File: src/rtl/cq_pkg.sv
package cq_pkg;
    localparam int WORD_W   = 32;
    localparam int OP_LSB   = 26;
    localparam int OP_W     = 6;
    localparam int IRQ_W    = 8;
    localparam int WCNT_LSB = 12;
    localparam int WCNT_W   = 13;
    localparam int ID_LSB   = 17;
    localparam int ID_W     = 6;

    localparam logic [OP_W-1:0] OP_START = 6'h0E;
    localparam logic [OP_W-1:0] OP_SETUP = 6'h10;
    localparam logic [OP_W-1:0] OP_FINAL = 6'h11;
    localparam logic [OP_W-1:0] OP_TABLE = 6'h15;
    localparam logic [OP_W-1:0] OP_COPY  = 6'h22;

    localparam int EV_ILLEGAL  = 0;
    localparam int EV_OVERFLOW = 1;
    localparam int EV_CRYPT    = 4;
    localparam int EV_COPY     = 5;

    typedef enum logic [2:0] {
        S_IDLE, S_SRC, S_DST, S_COPY, S_RUN
    } seq_e;

    function automatic logic [OP_W-1:0] op_of(input logic [WORD_W-1:0] w);
        return w[OP_LSB +: OP_W];
    endfunction
endpackage

File: src/rtl/cq_fifo.sv
module cq_fifo #(
    parameter int DEPTH = 5,
    parameter int W     = 32
) (
    input  logic         clk,
    input  logic         rst,
    input  logic         push_req,
    input  logic [W-1:0] push_data,
    input  logic         pop,
    output logic [W-1:0] head,
    output logic         empty,
    output logic         full,
    output logic         ovf
);
    localparam int PW = (DEPTH > 1) ? $clog2(DEPTH) : 1;
    localparam int CW = $clog2(DEPTH + 1);
    localparam logic [PW-1:0] LAST = PW'(DEPTH - 1);

    logic [W-1:0]  mem [DEPTH];
    logic [PW-1:0] rp, wp;
    logic [CW-1:0] cnt;
    logic          do_push, do_pop;

    assign empty   = (cnt == '0);
    assign full    = (cnt == CW'(DEPTH));
    assign ovf     = push_req && full;
    assign do_push = push_req && !full;
    assign do_pop  = pop && !empty;
    assign head    = mem[rp];

    always_ff @(posedge clk) begin
        if (rst) begin
            rp  <= '0;
            wp  <= '0;
            cnt <= '0;
        end else begin
            if (do_push) begin
                mem[wp] <= push_data;
                wp      <= (wp == LAST) ? '0 : wp + 1'b1;
            end
            if (do_pop)
                rp <= (rp == LAST) ? '0 : rp + 1'b1;
            case ({do_push, do_pop})
                2'b10:   cnt <= cnt + 1'b1;
                2'b01:   cnt <= cnt - 1'b1;
                default: cnt <= cnt;
            endcase
        end
    end
endmodule

File: src/rtl/cq_irq.sv
module cq_irq #(
    parameter int W = 8
) (
    input  logic         clk,
    input  logic         rst,
    input  logic [W-1:0] set_bits,
    input  logic         clr_wr,
    input  logic [W-1:0] clr_data,
    input  logic         en_wr,
    input  logic [W-1:0] en_data,
    output logic [W-1:0] status,
    output logic [W-1:0] enable,
    output logic         irq
);
    logic [W-1:0] clr_mask;

    assign clr_mask = clr_wr ? clr_data : '0;
    assign irq      = |(status & enable);

    always_ff @(posedge clk) begin
        if (rst) begin
            status <= '0;
            enable <= '0;
        end else begin
            status <= (status & ~clr_mask) | set_bits;
            if (en_wr)
                enable <= en_data;
        end
    end
endmodule

File: src/rtl/cq_seq.sv
module cq_seq
    import cq_pkg::*;
#(
    parameter int BLK_W = 12
) (
    input  logic                 clk,
    input  logic                 rst,
    input  logic [WORD_W-1:0]    head,
    input  logic                 avail,
    input  logic                 blk_done,
    input  logic                 dma_done,
    output logic                 pop,
    output logic [IRQ_W-1:0]     events,
    output logic                 eng_busy,
    output logic                 dma_busy,
    output logic                 eng_start,
    output logic [BLK_W:0]       eng_blocks,
    output logic [WORD_W-1:0]    eng_src,
    output logic                 dma_start,
    output logic                 dma_dir,
    output logic [WCNT_W-1:0]    dma_words,
    output logic [WORD_W-1:0]    dma_addr,
    output logic                 tbl_load,
    output logic                 tbl_sel,
    output logic                 tbl_ram,
    output logic [ID_W-1:0]      tbl_id
);
    localparam logic [BLK_W:0] ONE = (BLK_W + 1)'(1);

    seq_e            st;
    logic            addr_ok;
    logic            pend;
    logic [BLK_W:0]  left;
    logic [OP_W-1:0] op;
    logic            last_blk;

    assign op       = op_of(head);
    assign eng_busy = (st == S_RUN);
    assign dma_busy = (st == S_COPY);
    assign last_blk = (st == S_RUN) && blk_done && (left == ONE);

    always_comb begin
        pop    = 1'b0;
        events = '0;
        case (st)
            S_IDLE: if (avail) begin
                pop = 1'b1;
                case (op)
                    OP_START: if (!addr_ok) events[EV_ILLEGAL] = 1'b1;
                    OP_FINAL: events[EV_CRYPT] = 1'b1;
                    OP_SETUP, OP_TABLE, OP_COPY: ;
                    default:  events[EV_ILLEGAL] = 1'b1;
                endcase
            end
            S_SRC, S_DST: pop = avail;
            S_COPY: if (dma_done) events[EV_COPY] = 1'b1;
            S_RUN: begin
                pop = avail && (op == OP_FINAL);
                if (last_blk && (pend || pop))
                    events[EV_CRYPT] = 1'b1;
            end
            default: ;
        endcase
    end

    always_ff @(posedge clk) begin
        if (rst) begin
            st         <= S_IDLE;
            addr_ok    <= 1'b0;
            pend       <= 1'b0;
            left       <= '0;
            eng_start  <= 1'b0;
            eng_blocks <= '0;
            eng_src    <= '0;
            dma_start  <= 1'b0;
            dma_dir    <= 1'b0;
            dma_words  <= '0;
            dma_addr   <= '0;
            tbl_load   <= 1'b0;
            tbl_sel    <= 1'b0;
            tbl_ram    <= 1'b0;
            tbl_id     <= '0;
        end else begin
            eng_start <= 1'b0;
            dma_start <= 1'b0;
            tbl_load  <= 1'b0;
            case (st)
                S_IDLE: if (avail) begin
                    case (op)
                        OP_SETUP: st <= S_SRC;
                        OP_COPY: begin
                            dma_dir   <= head[25];
                            dma_words <= head[WCNT_LSB +: WCNT_W];
                            st        <= S_DST;
                        end
                        OP_TABLE: begin
                            tbl_load <= 1'b1;
                            tbl_sel  <= head[24];
                            tbl_ram  <= head[23];
                            tbl_id   <= head[ID_LSB +: ID_W];
                        end
                        OP_START: if (addr_ok) begin
                            eng_start  <= 1'b1;
                            eng_blocks <= (BLK_W + 1)'(head[BLK_W-1:0]) + ONE;
                            left       <= (BLK_W + 1)'(head[BLK_W-1:0]) + ONE;
                            addr_ok    <= 1'b0;
                            pend       <= 1'b0;
                            st         <= S_RUN;
                        end
                        default: ;
                    endcase
                end
                S_SRC: if (avail) begin
                    eng_src <= head;
                    addr_ok <= 1'b1;
                    st      <= S_IDLE;
                end
                S_DST: if (avail) begin
                    dma_addr  <= head;
                    dma_start <= 1'b1;
                    st        <= S_COPY;
                end
                S_COPY: if (dma_done) st <= S_IDLE;
                S_RUN: begin
                    if (pop) pend <= 1'b1;
                    if (blk_done) begin
                        left <= left - ONE;
                        if (left == ONE) begin
                            st   <= S_IDLE;
                            pend <= 1'b0;
                        end
                    end
                end
                default: st <= S_IDLE;
            endcase
        end
    end
endmodule

File: src/rtl/cq_front.sv
module cq_front
    import cq_pkg::*;
#(
    parameter int DEPTH = 5,
    parameter int BLK_W = 12
) (
    input  logic                  clk,
    input  logic                  rst,
    input  logic                  cmd_wr,
    input  logic [WORD_W-1:0]     cmd_data,
    input  logic                  irq_clr_wr,
    input  logic [IRQ_W-1:0]      irq_clr_data,
    input  logic                  irq_en_wr,
    input  logic [IRQ_W-1:0]      irq_en_data,
    input  logic                  blk_done,
    input  logic                  dma_done,
    output logic                  q_empty,
    output logic                  q_full,
    output logic                  eng_busy,
    output logic                  dma_busy,
    output logic [IRQ_W-1:0]      irq_status,
    output logic [IRQ_W-1:0]      irq_enable,
    output logic                  irq,
    output logic                  eng_start,
    output logic [BLK_W:0]        eng_blocks,
    output logic [WORD_W-1:0]     eng_src,
    output logic                  dma_start,
    output logic                  dma_dir,
    output logic [WCNT_W-1:0]     dma_words,
    output logic [WORD_W-1:0]     dma_addr,
    output logic                  tbl_load,
    output logic                  tbl_sel,
    output logic                  tbl_ram,
    output logic [ID_W-1:0]       tbl_id
);
    logic [WORD_W-1:0] head;
    logic              pop, ovf;
    logic [IRQ_W-1:0]  seq_ev, all_ev;

    cq_fifo #(.DEPTH(DEPTH), .W(WORD_W)) u_fifo (
        .clk(clk), .rst(rst), .push_req(cmd_wr), .push_data(cmd_data),
        .pop(pop), .head(head), .empty(q_empty), .full(q_full), .ovf(ovf)
    );

    cq_seq #(.BLK_W(BLK_W)) u_seq (
        .clk(clk), .rst(rst), .head(head), .avail(!q_empty),
        .blk_done(blk_done), .dma_done(dma_done), .pop(pop), .events(seq_ev),
        .eng_busy(eng_busy), .dma_busy(dma_busy), .eng_start(eng_start),
        .eng_blocks(eng_blocks), .eng_src(eng_src), .dma_start(dma_start),
        .dma_dir(dma_dir), .dma_words(dma_words), .dma_addr(dma_addr),
        .tbl_load(tbl_load), .tbl_sel(tbl_sel), .tbl_ram(tbl_ram), .tbl_id(tbl_id)
    );

    always_comb begin
        all_ev = seq_ev;
        all_ev[EV_OVERFLOW] = ovf;
    end

    cq_irq #(.W(IRQ_W)) u_irq (
        .clk(clk), .rst(rst), .set_bits(all_ev), .clr_wr(irq_clr_wr),
        .clr_data(irq_clr_data), .en_wr(irq_en_wr), .en_data(irq_en_data),
        .status(irq_status), .enable(irq_enable), .irq(irq)
    );
endmodule

File: config.mk
export PLATFORM = sky130hd
export DESIGN_NAME = cq_front
export DESIGN_NICKNAME = d
export VERILOG_FILES = /design/src/rtl/cq_pkg.sv /design/src/rtl/cq_fifo.sv /design/src/rtl/cq_irq.sv /design/src/rtl/cq_seq.sv /design/src/rtl/cq_front.sv
export SDC_FILE = /design/constraint.sdc
export NUM_CORES = 1
export LEC_CHECK = 0
export ABC_AREA = 1
export BUFFER_PORTS_ARGS = -buffer_cell sky130_fd_sc_hd__buf_2
export CAP_MARGIN = 5
export CORE_UTILIZATION = 45
export CTS_CLUSTER_DIAMETER = 100
export DETAILED_ROUTE_END_ITERATION = 10
export GPL_ROUTABILITY_DRIVEN = 0
export PLACE_DENSITY = 0.64
export SYNTH_ARGS = -nofsm -noshare
export SYNTH_HDL_FRONTEND = slang
export SYNTH_SLANG_ARGS = --single-unit
export TNS_END_PERCENT = 50
File: constraint.sdc
create_clock -name clk -period 4.8 [get_ports clk]
set_input_delay 0.24 -clock clk [delete_from_list [all_inputs] [get_ports clk]]
set_output_delay 0.24 -clock clk [all_outputs]
set_load 0.005 [all_outputs]
==> out/results.ini, run 1 <==
[status]
outcome = finished clean

[clock_network]
cts-buffers-inserted = 34
postCtsResizedCells = 0
cts-root-to-sink-buffers = 3
root_buf_cell = clkbuf_16
clock-sinks = 308
tritoncts = built
clock_transition_at_the_registers_of_the_reported_paths_ps = 60
clock_latency_ps = 510
htree_levels = 2

[worst_setup_path]
path_max_fanout = 43
end_kind = register
worstPathRequired_ps = 5180
worst_path_arrival_time_ps = 3930
worst-r2r-setup-slack_ps = 1250
path_class = reg -> reg
start_kind = register
critical_path.max_stage_delay_ps = 700
worst_path_max_delay_cell = dfxtp_2
worst_path_dominant_cell_family = simple AND/OR/NAND/NOR gates
crit_buf_inv = 2
timing.critical_path.cells = inv_2 > nand2_1 > nand3_1 > nand3_1 > nand2_2 > nor2_1 > nand4_2 > nand2_2 > ha_1 > inv_1 > fa_1 > a21oi_1 > o21ai_0 > o21ai_0 > a21oi_1

[logic_synthesis]
synthesis.yosys.warnings = 0
postSynthRegisterBits = 308
syn_inst = 1392
synth-edff-count = 160
synth_cell_type_count = 41
asyncSetResetFlopFracSynth = 0
synth.yosys.seq_area_share = 0.606
synth_area_per_cell_um2 = 9.21
synth_flop_cell = edfxtp_1
mappedNetlistNets = 1456
post_synth_instance_area_um2 = 12800

[job]
cap_viol_max_count = 0

[cells_and_area]
post_route_core_utilization = 0.553
finalNonFillerCells = 1998
final_common_cell = nand2_1
final_cell_mix = nand2_1, buf_2, edfxtp_1, dfxtp_1, o21ai_0
n_fill_cell = 2495
finalNetCount = 1659
fin_area_um2 = 15500
layout_overhead_on_the_synthesized_area_pct = 20.5
final_layout_size_suffix_gt1_frac = 0.179
number_of_diodes_added_for_antenna_fixing = 0

[global_routing]
gr-usage-all-layers = 0.227
vias_in_the_first_global_route = 9470
initial_antenna_violation_count = 0
grt_start_max_net_pins = 66
grt_overflow = 0
grt_pass1_wl_um = 51200

[die]
die_w_um = 171
fp.coreArea_um2 = 27900
dieArea_um2 = 29200
cell_row_count = 61
fp.dieH_um = 171
floorplan.initialDensity = 0.459
io_pins = 178

[place]
post_dp_cell_area_um2 = 14000
io_buffer_count = 177
hpwlAfterDp_um = 21300
dpl.cell_count = 1895

[min_path]
min-delay-path-class = in -> reg

[power]
leakage_power_total_uw = 0.00677
fraction_of_power_spent_switching_nets = 0.349
vdd_drop_max_mv = 0.298
clock_power_share = 0.313
comb_power_share = 0.293
power-per-cell-area_nw_per_um2 = 522
power.switching_uw = 2820
cell_internal_pwr_uw = 5250
seq_power_share = 0.394

[drt]
avgRoutedWirePerCell_um = 16.5
initialDrtViolationCount = 765
post_drt_via_cell_ratio = 5.08
number_of_detailed_route_iterations_in_the_first_pass = 5
detail_route.wirelength_um = 33000
post-route-drc-count = 0
drtAntennaViolNets = 0
detailroute.via_count = 10143

[sta]
setup-violations-final = 0
slew-limit-headroom = 0.230
finalCriticalPeriod_ps = 3550
actual_slew_at_the_worst_max_slew_pin_ps = 1150
rsz0062_at_grt = no
final_hold_viol_count = 0
finClkSkew_ps = 14.3
tns_ps = 0
clock.fmax_ghz = 0.282
maxSlewViolCount = 0
post-route-period-util = 0.739

synth_stat cells, types with 10 or more instances:
library cell | number | share of area
nand2_1 | 304 | 0.089
edfxtp_1 | 160 | 0.37
dfxtp_1 | 148 | 0.23
o21ai_0 | 146 | 0.057
inv_1 | 140 | 0.041
a21oi_1 | 127 | 0.050
nor2_1 | 125 | 0.037
nand3_1 | 69 | 0.027
clkbuf_1 | 32 | 0.0094
o22ai_1 | 15 | 0.0073
buf_2 | 11 | 0.0043
buf_4 | 11 | 0.0064
nand2_2 | 10 | 0.0049
nor3_1 | 10 | 0.0039
kinds of logic after synthesis:
| kind of cell | share of synthesized area |
|---|---|
| AND/OR/NAND/NOR | 0.189 |
| AO/OA/AOI/OAI | 0.121 |
| flip-flops | 0.606 |
| XOR/XNOR | 0.00478 |
| buffers and inverters | 0.0704 |
| adder cells (fa/ha/maj) | 0.00937 |
timing repair:
action	4_1_cts	5_1_grt
hold buffers	41	1
buffers inserted	0	0
hold endpoints to repair	149	5
per-stage QoR:
stage	worst slack (ps)	hold WS (ps)	power, µW
after global placement	1320	418	5510
final	1250	17.5	8070
after floorplan	1190	331	4810
after detailed placement	1250	423	5540
after CTS	1210	2.20	8100
after global routing	876	20.1	8530
worst paths after layout:
kind / start / to / cells after the start
max: register / u_fifo.cnt[2] / 15
min: cmd_data[28] / u_fifo.mem[2][28] / 1
max reg2reg: register / u_fifo.cnt[2] / 15
min reg2reg: u_seq.dma_dir / u_seq.dma_dir / 2
area by class of cell:
cell class                      instances  area (µm²)  area share
Clock buffer                           48         966      0.0625
Clock inverter                         13         115     0.00745
Inverter                              146         552      0.0357
Multi-Input combinational cell        875        4200       0.271
Sequential cell                       308        7770       0.503
Tap cell                              378         473      0.0306
Timing Repair Buffer                  230        1390      0.0898
metal layers:
metal	part of all wire	routed length, µm	up-vias	track usage
met5	0	0	-	0
met4	0.023	752	0	0.0718
met3	0.063	2080	40	0.0416
met2	0.45	15000	287	0.368
met1	0.46	15200	4790	0.308
li1	-	-	5026	-
power groups by stage:
stage / combinational (µW) / sequential, µW / clock, µW
after floorplan: 1610 / 3200 / 0
final: 2360 / 3180 / 2530
after global placement: 2280 / 3230 / 0
after detailed placement: 2310 / 3230 / 0
after global routing: 2660 / 3210 / 2670
after CTS: 2350 / 3180 / 2570
sequential cells by signal (all words and copies together), names as in the netlist, 3 cells and up, named ones only:
signal,cells
u_fifo.mem,160
u_seq.dma_addr,32
u_seq.eng_src,32
u_seq.dma_words,13
u_seq.eng_blocks,13
u_seq.left,13
u_irq.enable,8
u_irq.status,8
u_seq.tbl_id,6
u_fifo.cnt,3
u_fifo.rp,3
u_fifo.wp,3
u_seq.st,3
Power figures use the tool's default switching activity.
==> run 2: changes to the inputs <==
--- a/config.mk
+++ b/config.mk
@@ -5,14 +5,14 @@
 export SDC_FILE = /design/constraint.sdc
 export NUM_CORES = 1
 export LEC_CHECK = 0
-export ABC_AREA = 1
+export ABC_AREA = 0
 export BUFFER_PORTS_ARGS = -buffer_cell sky130_fd_sc_hd__buf_2
 export CAP_MARGIN = 5
 export CORE_UTILIZATION = 45
 export CTS_CLUSTER_DIAMETER = 100
 export DETAILED_ROUTE_END_ITERATION = 10
 export GPL_ROUTABILITY_DRIVEN = 0
-export PLACE_DENSITY = 0.64
+export PLACE_DENSITY = 0.67
 export SYNTH_ARGS = -nofsm -noshare
 export SYNTH_HDL_FRONTEND = slang
 export SYNTH_SLANG_ARGS = --single-unit
==> constraint.sdc (replaced) <==
create_clock -name clk -period 3.1 [get_ports clk]
set_input_delay 0.155 -clock clk [delete_from_list [all_inputs] [get_ports clk]]
set_output_delay 0.155 -clock clk [all_outputs]
set_load 0.005 [all_outputs]
==> out/results.ini, run 2 <==
[min_path]
min-delay-path-class = in -> reg  ; unchanged
min_from = irq_clr_wr  ; was cmd_data[28]
hold-path-cell-count = 3  ; was 1
holdPathEnd = u_irq.status[6]  ; was u_fifo.mem[2][28]

[logic_synthesis]
synth_top_cell_area_share = 0.398  ; was 0.375
synth_commonest_cells = edfxtp_1, dfxtp_1, nor2_1  ; was nand2_1, edfxtp_1, dfxtp_1
post_synth_xor_area_fraction = 0.00943  ; was 0.00478
synth_cell_type_count = 71  ; was 41
multiplexer_fraction_of_the_synthesized_cell_area = 0.0974  ; was 0
post_synth_instance_area_um2 = 12100  ; was 12800 µm²
synth_top_family_by_area = simple AND/OR/NAND/NOR gates  ; unchanged
synth_flop_cell = edfxtp_1  ; unchanged
synth_compound_gate_area_share = 0.101  ; was 0.121
post_synth_fa_ha_maj_area_fraction = 0.00994  ; was 0.00936
synthesis.yosys.warnings = 0  ; unchanged
syn_inst = 948  ; was 1392
synth.yosys.seq_area_share = 0.643  ; was 0.606
yosys.area_share.simple = 0.111  ; was 0.189
synth-edff-count = 160  ; unchanged
mappedNetlistNets = 1012  ; was 1456
cell_taking_the_most_area_after_synthesis = edfxtp_1  ; unchanged
biggest_area_contributors_in_the_synthesized_netlist = edfxtp_1, dfxtp_1, mux4_2  ; was edfxtp_1, dfxtp_1, nand2_1
postSynthRegisterBits = 308  ; unchanged
synth_area_per_cell_um2 = 12.7  ; was 9.21 µm²
asyncSetResetFlopFracSynth = 0  ; unchanged
synth.most_common_cell = edfxtp_1  ; was nand2_1

[drt]
avgRoutedWirePerCell_um = 18.6  ; was 16.5 µm
initialDrtViolationCount = 740  ; was 765
drtAntennaViolNets = 0  ; unchanged
post_drt_via_cell_ratio = 5.37  ; was 5.08
detailroute.via_count = 8335  ; was 10143
number_of_detailed_route_iterations_in_the_first_pass = 11  ; was 5
post-route-drc-count = 15  ; was 0
detail_route.wirelength_um = 28900  ; was 33000 µm

[die]
cell_row_count = 59  ; was 61
floorplan.initialDensity = 0.461  ; was 0.459
io_pins = 178  ; unchanged
fp.coreArea_um2 = 26200  ; was 27900 µm²
fp.dieH_um = 166  ; was 171 µm
dieArea_um2 = 27500  ; was 29200 µm²
die_w_um = 166  ; was 171 µm

[sta]
tns_ps = 0  ; unchanged
finalCriticalPeriod_ps = 2990  ; was 3550 ps
slew-limit-headroom = 0.419  ; was 0.230
actual_slew_at_the_worst_max_slew_pin_ps = 872  ; was 1150 ps
setup-violations-final = 0  ; unchanged
clock.fmax_ghz = 0.334  ; was 0.282 GHz
final_hold_viol_count = 0  ; unchanged
finClkSkew_ps = 14.3  ; about the same
maxSlewViolCount = 0  ; unchanged
post-route-period-util = 0.965  ; was 0.739

[cells_and_area]
largest_reg_flops = 160  ; unchanged
largest_registers = u_fifo.mem: 160 flops, u_seq.dma_addr: 32 flops, u_seq.eng_src: 32 flops  ; unchanged
number_of_diodes_added_for_antenna_fixing = 0  ; unchanged
final_cell_mix = buf_2, edfxtp_1, dfxtp_1, nor2_1, a211oi_1  ; was nand2_1, buf_2, edfxtp_1, dfxtp_1, o21ai_0
post_route_core_utilization = 0.577  ; was 0.553
layout_overhead_on_the_synthesized_area_pct = 25.2  ; was 20.5%
regMostFlops = u_fifo.mem  ; unchanged
final_layout_size_suffix_gt1_frac = 0.271  ; was 0.179
finalNetCount = 1256  ; was 1659
final_common_cell = buf_2  ; was nand2_1

[clock_network]
htree_levels = 2  ; unchanged
clock_latency_ps = 500  ; was 510 ps
clock-sinks = 308  ; unchanged
cts.repair_timing.setup_buffer_count = 0  ; unchanged
cts-buffers-inserted = 34  ; unchanged
cts-root-to-sink-buffers = 3  ; unchanged
clock_transition_at_the_registers_of_the_reported_paths_ps = 60  ; about the same
root_buf_cell = clkbuf_16  ; unchanged
tritoncts = built  ; unchanged

[job]
cap_viol_max_count = 0  ; unchanged

[global_routing]
vias_in_the_first_global_route = 8002  ; was 9470
grt_pass1_wl_um = 45600  ; was 51200 µm
gr-usage-all-layers = 0.211  ; was 0.227
grt_start_max_net_pins = 77  ; was 66
grt_overflow = 0  ; unchanged
initial_antenna_violation_count = 1  ; was 0

[power]
leakage_power_total_uw = 0.00588  ; was 0.00677 µW
power-per-cell-area_nw_per_um2 = 736  ; was 522 nW/µm²
vdd_drop_max_mv = 0.477  ; was 0.298 mV

[worst_setup_path]
timing.critical_path.cells = mux2i_2 > a22oi_2 > and2_1 > or4_4 > o31ai_4 > ha_2 > inv_2 > fa_2 > xor2_1 > or3_1 > a21oi_1  ; was inv_2 > nand2_1 > nand3_1 > nand3_1 > nand2_2 > nor2_1 > nand4_2 > nand2_2 > ha_1 > inv_1 > fa_1 > a21oi_1 > o21ai_0 > o21ai_0 > a21oi_1
end_kind = register  ; unchanged
critical_path.max_stage_delay_ps = 540  ; was 700 ps
path_class = reg -> reg  ; unchanged
path_max_fanout = 7  ; was 43
worst_path_arrival_time_ps = 3420  ; was 3930 ps
worst-r2r-setup-slack_ps = 110  ; was 1250 ps
reg2reg_to = u_fifo.cnt[2]  ; unchanged
rr_worst_depth = 11  ; was 15
start_kind = register  ; unchanged
worst_path_max_delay_cell = or4_4  ; was dfxtp_2
worstPathRequired_ps = 3530  ; was 5180 ps

[place]
io_buffer_count = 177  ; unchanged
hpwlAfterDp_um = 19000  ; was 21300 µm

[status]
violated_checks = DRC
outcome = finished, violations left  ; was finished clean

==> run 2: changes by cell type in the layout (fill, tap and decap cells not counted), sizes merged, moves of 7 or more <==
cell,change
dlygate4sd3,+7
a211oi,+75
mux2i,+56
mux4,+27
buf,+28
nand2b,+8
a22oi,+9
inv,-124
o22ai,-10
nand2,-258
or2,-8
a21oi,-86
nand3,-71
o21ai,-134
==> run 2: metrics by stage <==
| step | total power (µW) | cells | worst slack (ps) | cell area, µm² | hold WS (ps) |
|---|---|---|---|---|---|
| 2_1_floorplan | 6220 | 948 | 12.6 | 12100 | 254 |
| 3_3_place_gp | 7020 | 1442 | 117 | 13500 | 381 |
| 3_5_place_dp | 7070 | 1442 | 72.3 | 13500 | 385 |
| 4_1_cts | 11200 | 1552 | 42.7 | 15100 | 27.3 |
| 5_1_grt | 11600 | 1552 | -6.48 | 15100 | 54.1 |
| 6_report | 11100 | 1552 | 109 | 15100 | 53.5 |
==> run 2: final cells by class <==
cell class | count | area, µm²
clock buffer | 48 | 963
clock inverter | 13 | 185
fill | 2121 | 11100
inverter | 20 | 75.1
multi-input combinational | 563 | 4020
sequential | 308 | 7780
tap | 335 | 419
timing repair buffer | 265 | 1690
==> run 2: how the worst max path moves through the flow <==
stage,startpoint,end,cells past startpoint
4_1_cts,register,u_fifo.cnt[2],11
5_1_grt,register,u_fifo.cnt[2],11
3_3_place_gp,register,u_fifo.cnt[2],11
2_1_floorplan,register,u_fifo.cnt[2],13
6_report,register,u_fifo.cnt[2],11
3_5_place_dp,register,u_fifo.cnt[2],11
==> run 2: logic make-up (layout without fill, tap and decap cells) <==
family	after synthesis	count (layout)
XOR/XNOR	13	13
AND/OR/NAND/NOR	280	280
AO/OA/AOI/OAI	178	178
multiplexers	83	83
adder cells (fa/ha/maj)	9	9
flip-flops	308	308
buffers and inverters	77	346
==> run 2: worst max-delay path: cells and delay by family (launching register included) <==
family / cells / cell delay (ps)
simple gates: 3 / 1030
fa+ha+maj: 2 / 550
compound gates: 3 / 470
flops: 1 / 410
mux: 1 / 270
xor+xnor: 1 / 150
buf+inv: 1 / 40
==> run 2: where the power goes <==
part	total [µW]	switching [µW]	internal, µW
logic	2490	1430	1070
registers	4570	121	4450
clock network	4060	1550	2510
==> run 2: repair_timing <==
item,4_1_cts,5_1_grt
gates resized for setup,0,9
endpoints found under the hold margin,175,0
endpoints found under the setup margin,0,4
hold buffers,49,0
==> run 2: routing by layer <==
metal | wire (µm) | track usage | vias to the layer above
li1 | - | - | 4003
met1 | 13300 | 0.303 | 4048
met2 | 13200 | 0.328 | 240
met3 | 1750 | 0.0384 | 42
met4 | 634 | 0.0601 | 2
met5 | 10 | 0 | -
==> run 3: changes to the inputs <==
--- a/config.mk
+++ b/config.mk
@@ -13,6 +13,7 @@
 export DETAILED_ROUTE_END_ITERATION = 10
 export GPL_ROUTABILITY_DRIVEN = 0
 export PLACE_DENSITY = 0.67
+export RECOVER_POWER = 25
 export SYNTH_ARGS = -nofsm -noshare
 export SYNTH_HDL_FRONTEND = slang
 export SYNTH_SLANG_ARGS = --single-unit
==> constraint.sdc (replaced) <==
create_clock -name clk -period 3.1 [get_ports clk]
set_input_delay 0.155 -clock clk [delete_from_list [all_inputs] [get_ports clk]]
set_output_delay 0.155 -clock clk [all_outputs]
set_load 0.05 [all_outputs]
==> out/results.ini, run 3 (same netlist as run 2, synthesis figures left out) <==
[status]
outcome = finished, violations left  ; unchanged
violated_checks = DRC  ; unchanged

[clock_network]
htree_levels = 2  ; unchanged
clock_latency_ps = 500  ; about the same
root_buf_cell = clkbuf_16  ; unchanged
cts-buffers-inserted = 34  ; unchanged
tritoncts = built  ; unchanged
clock-sinks = 308  ; unchanged
clock_transition_at_the_registers_of_the_reported_paths_ps = 60  ; about the same
cts.repair_timing.setup_buffer_count = 0  ; unchanged
cts-root-to-sink-buffers = 3  ; unchanged

[power]
fraction_of_power_spent_switching_nets = 0.292  ; was 0.278
post-layout-total-power_uw = 11300  ; was 11100 µW
vdd_drop_max_mv = 0.481  ; was 0.477 mV
cell_internal_pwr_uw = 8030  ; about the same
comb_power_share = 0.238  ; was 0.224
power-per-cell-area_nw_per_um2 = 751  ; was 736 nW/µm²
power.switching_uw = 3300  ; was 3100 µW
seq_power_share = 0.404  ; was 0.411
clock_power_share = 0.358  ; was 0.365
leakage_power_total_uw = 0.00580  ; was 0.00588 µW

[place]
io_buffer_count = 177  ; unchanged
hpwlAfterDp_um = 19000  ; unchanged
dpl.cell_count = 1442  ; unchanged
post_dp_cell_area_um2 = 13500  ; unchanged

[drt]
drtAntennaViolNets = 0  ; unchanged
number_of_detailed_route_iterations_in_the_first_pass = 8  ; was 11
post_drt_via_cell_ratio = 5.39  ; was 5.37
avgRoutedWirePerCell_um = 18.6  ; about the same
post-route-drc-count = 15  ; unchanged
detail_route.wirelength_um = 28900  ; about the same
detailroute.via_count = 8366  ; was 8335
initialDrtViolationCount = 761  ; was 740

[global_routing]
initial_antenna_violation_count = 1  ; unchanged
grt_start_max_net_pins = 77  ; unchanged
grt_pass1_wl_um = 45600  ; unchanged
vias_in_the_first_global_route = 8002  ; unchanged
gr-usage-all-layers = 0.211  ; unchanged
global_route.peak_usage_layer = met2  ; unchanged
grt_util_met3 = 0.0384  ; unchanged
globalRouteMet1Util = 0.303  ; unchanged
met2_usage = 0.328  ; unchanged
grt_overflow = 0  ; unchanged

[cells_and_area]
number_of_diodes_added_for_antenna_fixing = 0  ; unchanged
largest_reg_flops = 160  ; unchanged
regMostFlops = u_fifo.mem  ; unchanged
final_layout_size_suffix_gt1_frac = 0.247  ; was 0.271
layout_overhead_on_the_synthesized_area_pct = 24.9  ; was 25.2%
fin_area_um2 = 15100  ; about the same
final-seq-area_um2 = 7780  ; unchanged
post_route_core_utilization = 0.576  ; was 0.577
final_common_cell = edfxtp_1  ; was buf_2
area_occupied_by_multi_input_gates_um2 = 4020  ; unchanged
largest_registers = u_fifo.mem: 160 flops, u_seq.dma_addr: 32 flops, u_seq.eng_src: 32 flops  ; unchanged
finalNetCount = 1256  ; unchanged
final_cell_mix = edfxtp_1, buf_2, dfxtp_1, nor2_1, a211oi_1  ; was buf_2, edfxtp_1, dfxtp_1, nor2_1, a211oi_1
n_fill_cell = 2127  ; was 2121
finalNonFillerCells = 1552  ; unchanged

[sta]
maxSlewViolCount = 0  ; unchanged
actual_slew_at_the_worst_max_slew_pin_ps = 864  ; was 872 ps
clock.fmax_ghz = 0.335  ; was 0.334 GHz
final_hold_viol_count = 0  ; unchanged
slew-limit-headroom = 0.424  ; was 0.419
tns_ps = 0  ; unchanged
post-route-period-util = 0.963  ; was 0.965
finalCriticalPeriod_ps = 2990  ; about the same
setup-violations-final = 0  ; unchanged
finClkSkew_ps = 15.0  ; was 14.3 ps

[min_path]
min-delay-path-class = in -> reg  ; unchanged

[worst_setup_path]
worst_path_arrival_time_ps = 3410  ; was 3420 ps
worstPathRequired_ps = 3530  ; about the same
path_class = reg -> reg  ; unchanged
start_kind = register  ; unchanged
end_kind = register  ; unchanged
critical_path.max_stage_delay_ps = 540  ; about the same
timing.critical_path.cells = mux2i_2 > a22oi_2 > and2_1 > or4_4 > o31ai_4 > ha_2 > inv_2 > fa_2 > xor2_1 > or3_1 > a21oi_1  ; unchanged
worst_path_dominant_cell_family = simple AND/OR/NAND/NOR gates  ; unchanged
crit_buf_inv = 1  ; unchanged
path_max_fanout = 7  ; unchanged
worst_path_max_delay_cell = or4_4  ; unchanged

[die]
dieArea_um2 = 27500  ; unchanged
floorplan.initialDensity = 0.461  ; unchanged
io_pins = 178  ; unchanged
fp.coreArea_um2 = 26200  ; unchanged
fp.dieH_um = 166  ; unchanged
cell_row_count = 59  ; unchanged
die_w_um = 166  ; unchanged

[job]
cap_viol_max_count = 0  ; unchanged

[run 3: cell count changes in the layout (fill, tap and decap cells not counted), sizes merged]
cell    delta
buf       -30
clkbuf    +30
[run 3: what timing repair did]
| item | CTS | global route |
|---|---|---|
| gates resized for setup | 0 | 9 |
| hold endpoints to repair | 175 | 0 |
| endpoints found under the setup margin | 0 | 4 |
| hold buffers | 49 | 0 |
[run 3: area by class of cell]
type,instances,share of cell area
clock buffers,48,0.0638
inverters,20,0.00498
clock inverters,13,0.0123
well taps,335,0.0278
flip-flops and latches,308,0.516
repair buffers,265,0.109
multi-input cells,563,0.266
[run 3: power groups by stage]
| stage | Sequential [µW] | Combinational [µW] | Clock, µW |
|---|---|---|---|
| floorplan | 4760 | 1670 | 0 |
| global placement | 4640 | 2580 | 0 |
| detailed placement | 4650 | 2630 | 0 |
| CTS | 4570 | 2690 | 4140 |
| global route | 4590 | 2900 | 4320 |
| finish | 4570 | 2700 | 4060 |
[run 3: path summary, 6_finish.rpt]
check | startpoint | endpoint | slack, ps | depth (start not counted)
setup / recovery | register | u_fifo.cnt[2] | 110 | 11
hold / removal | irq_clr_wr | u_irq.status[6] | 50 | 3
setup reg to reg | register | u_fifo.cnt[2] | 110 | 11
hold reg to reg | u_seq.eng_blocks[11] | u_seq.eng_blocks[11] | 450 | 2
[run 3: worst reg2reg max path: cells and delay by family (launching register included)]
kind,cells,cell delay (ps)
AOI/OAI and AO/OA,3,470
xor gates and xnor gates,1,150
adders and majority gates,2,550
buffers and inverters,1,40
DFF,1,410
muxes,1,270
and+or+nand+nor,3,1030
[run 3: per-layer routing]
| metal | routed length, µm | vias up |
|---|---|---|
| met5 | 10 | - |
| met4 | 634 | 2 |
| met3 | 1630 | 42 |
| met2 | 13200 | 229 |
| met1 | 13400 | 4090 |
| li1 | - | 4003 |
[run 3: stage by stage]
step | hold slack (ps) | setup WS (ps)
floorplan | 254 | 12.6
global placement | 381 | 117
detailed placement | 385 | 72.3
CTS | 27.3 | 42.7
global route | 54.1 | -6.48
finish | 53.3 | 114
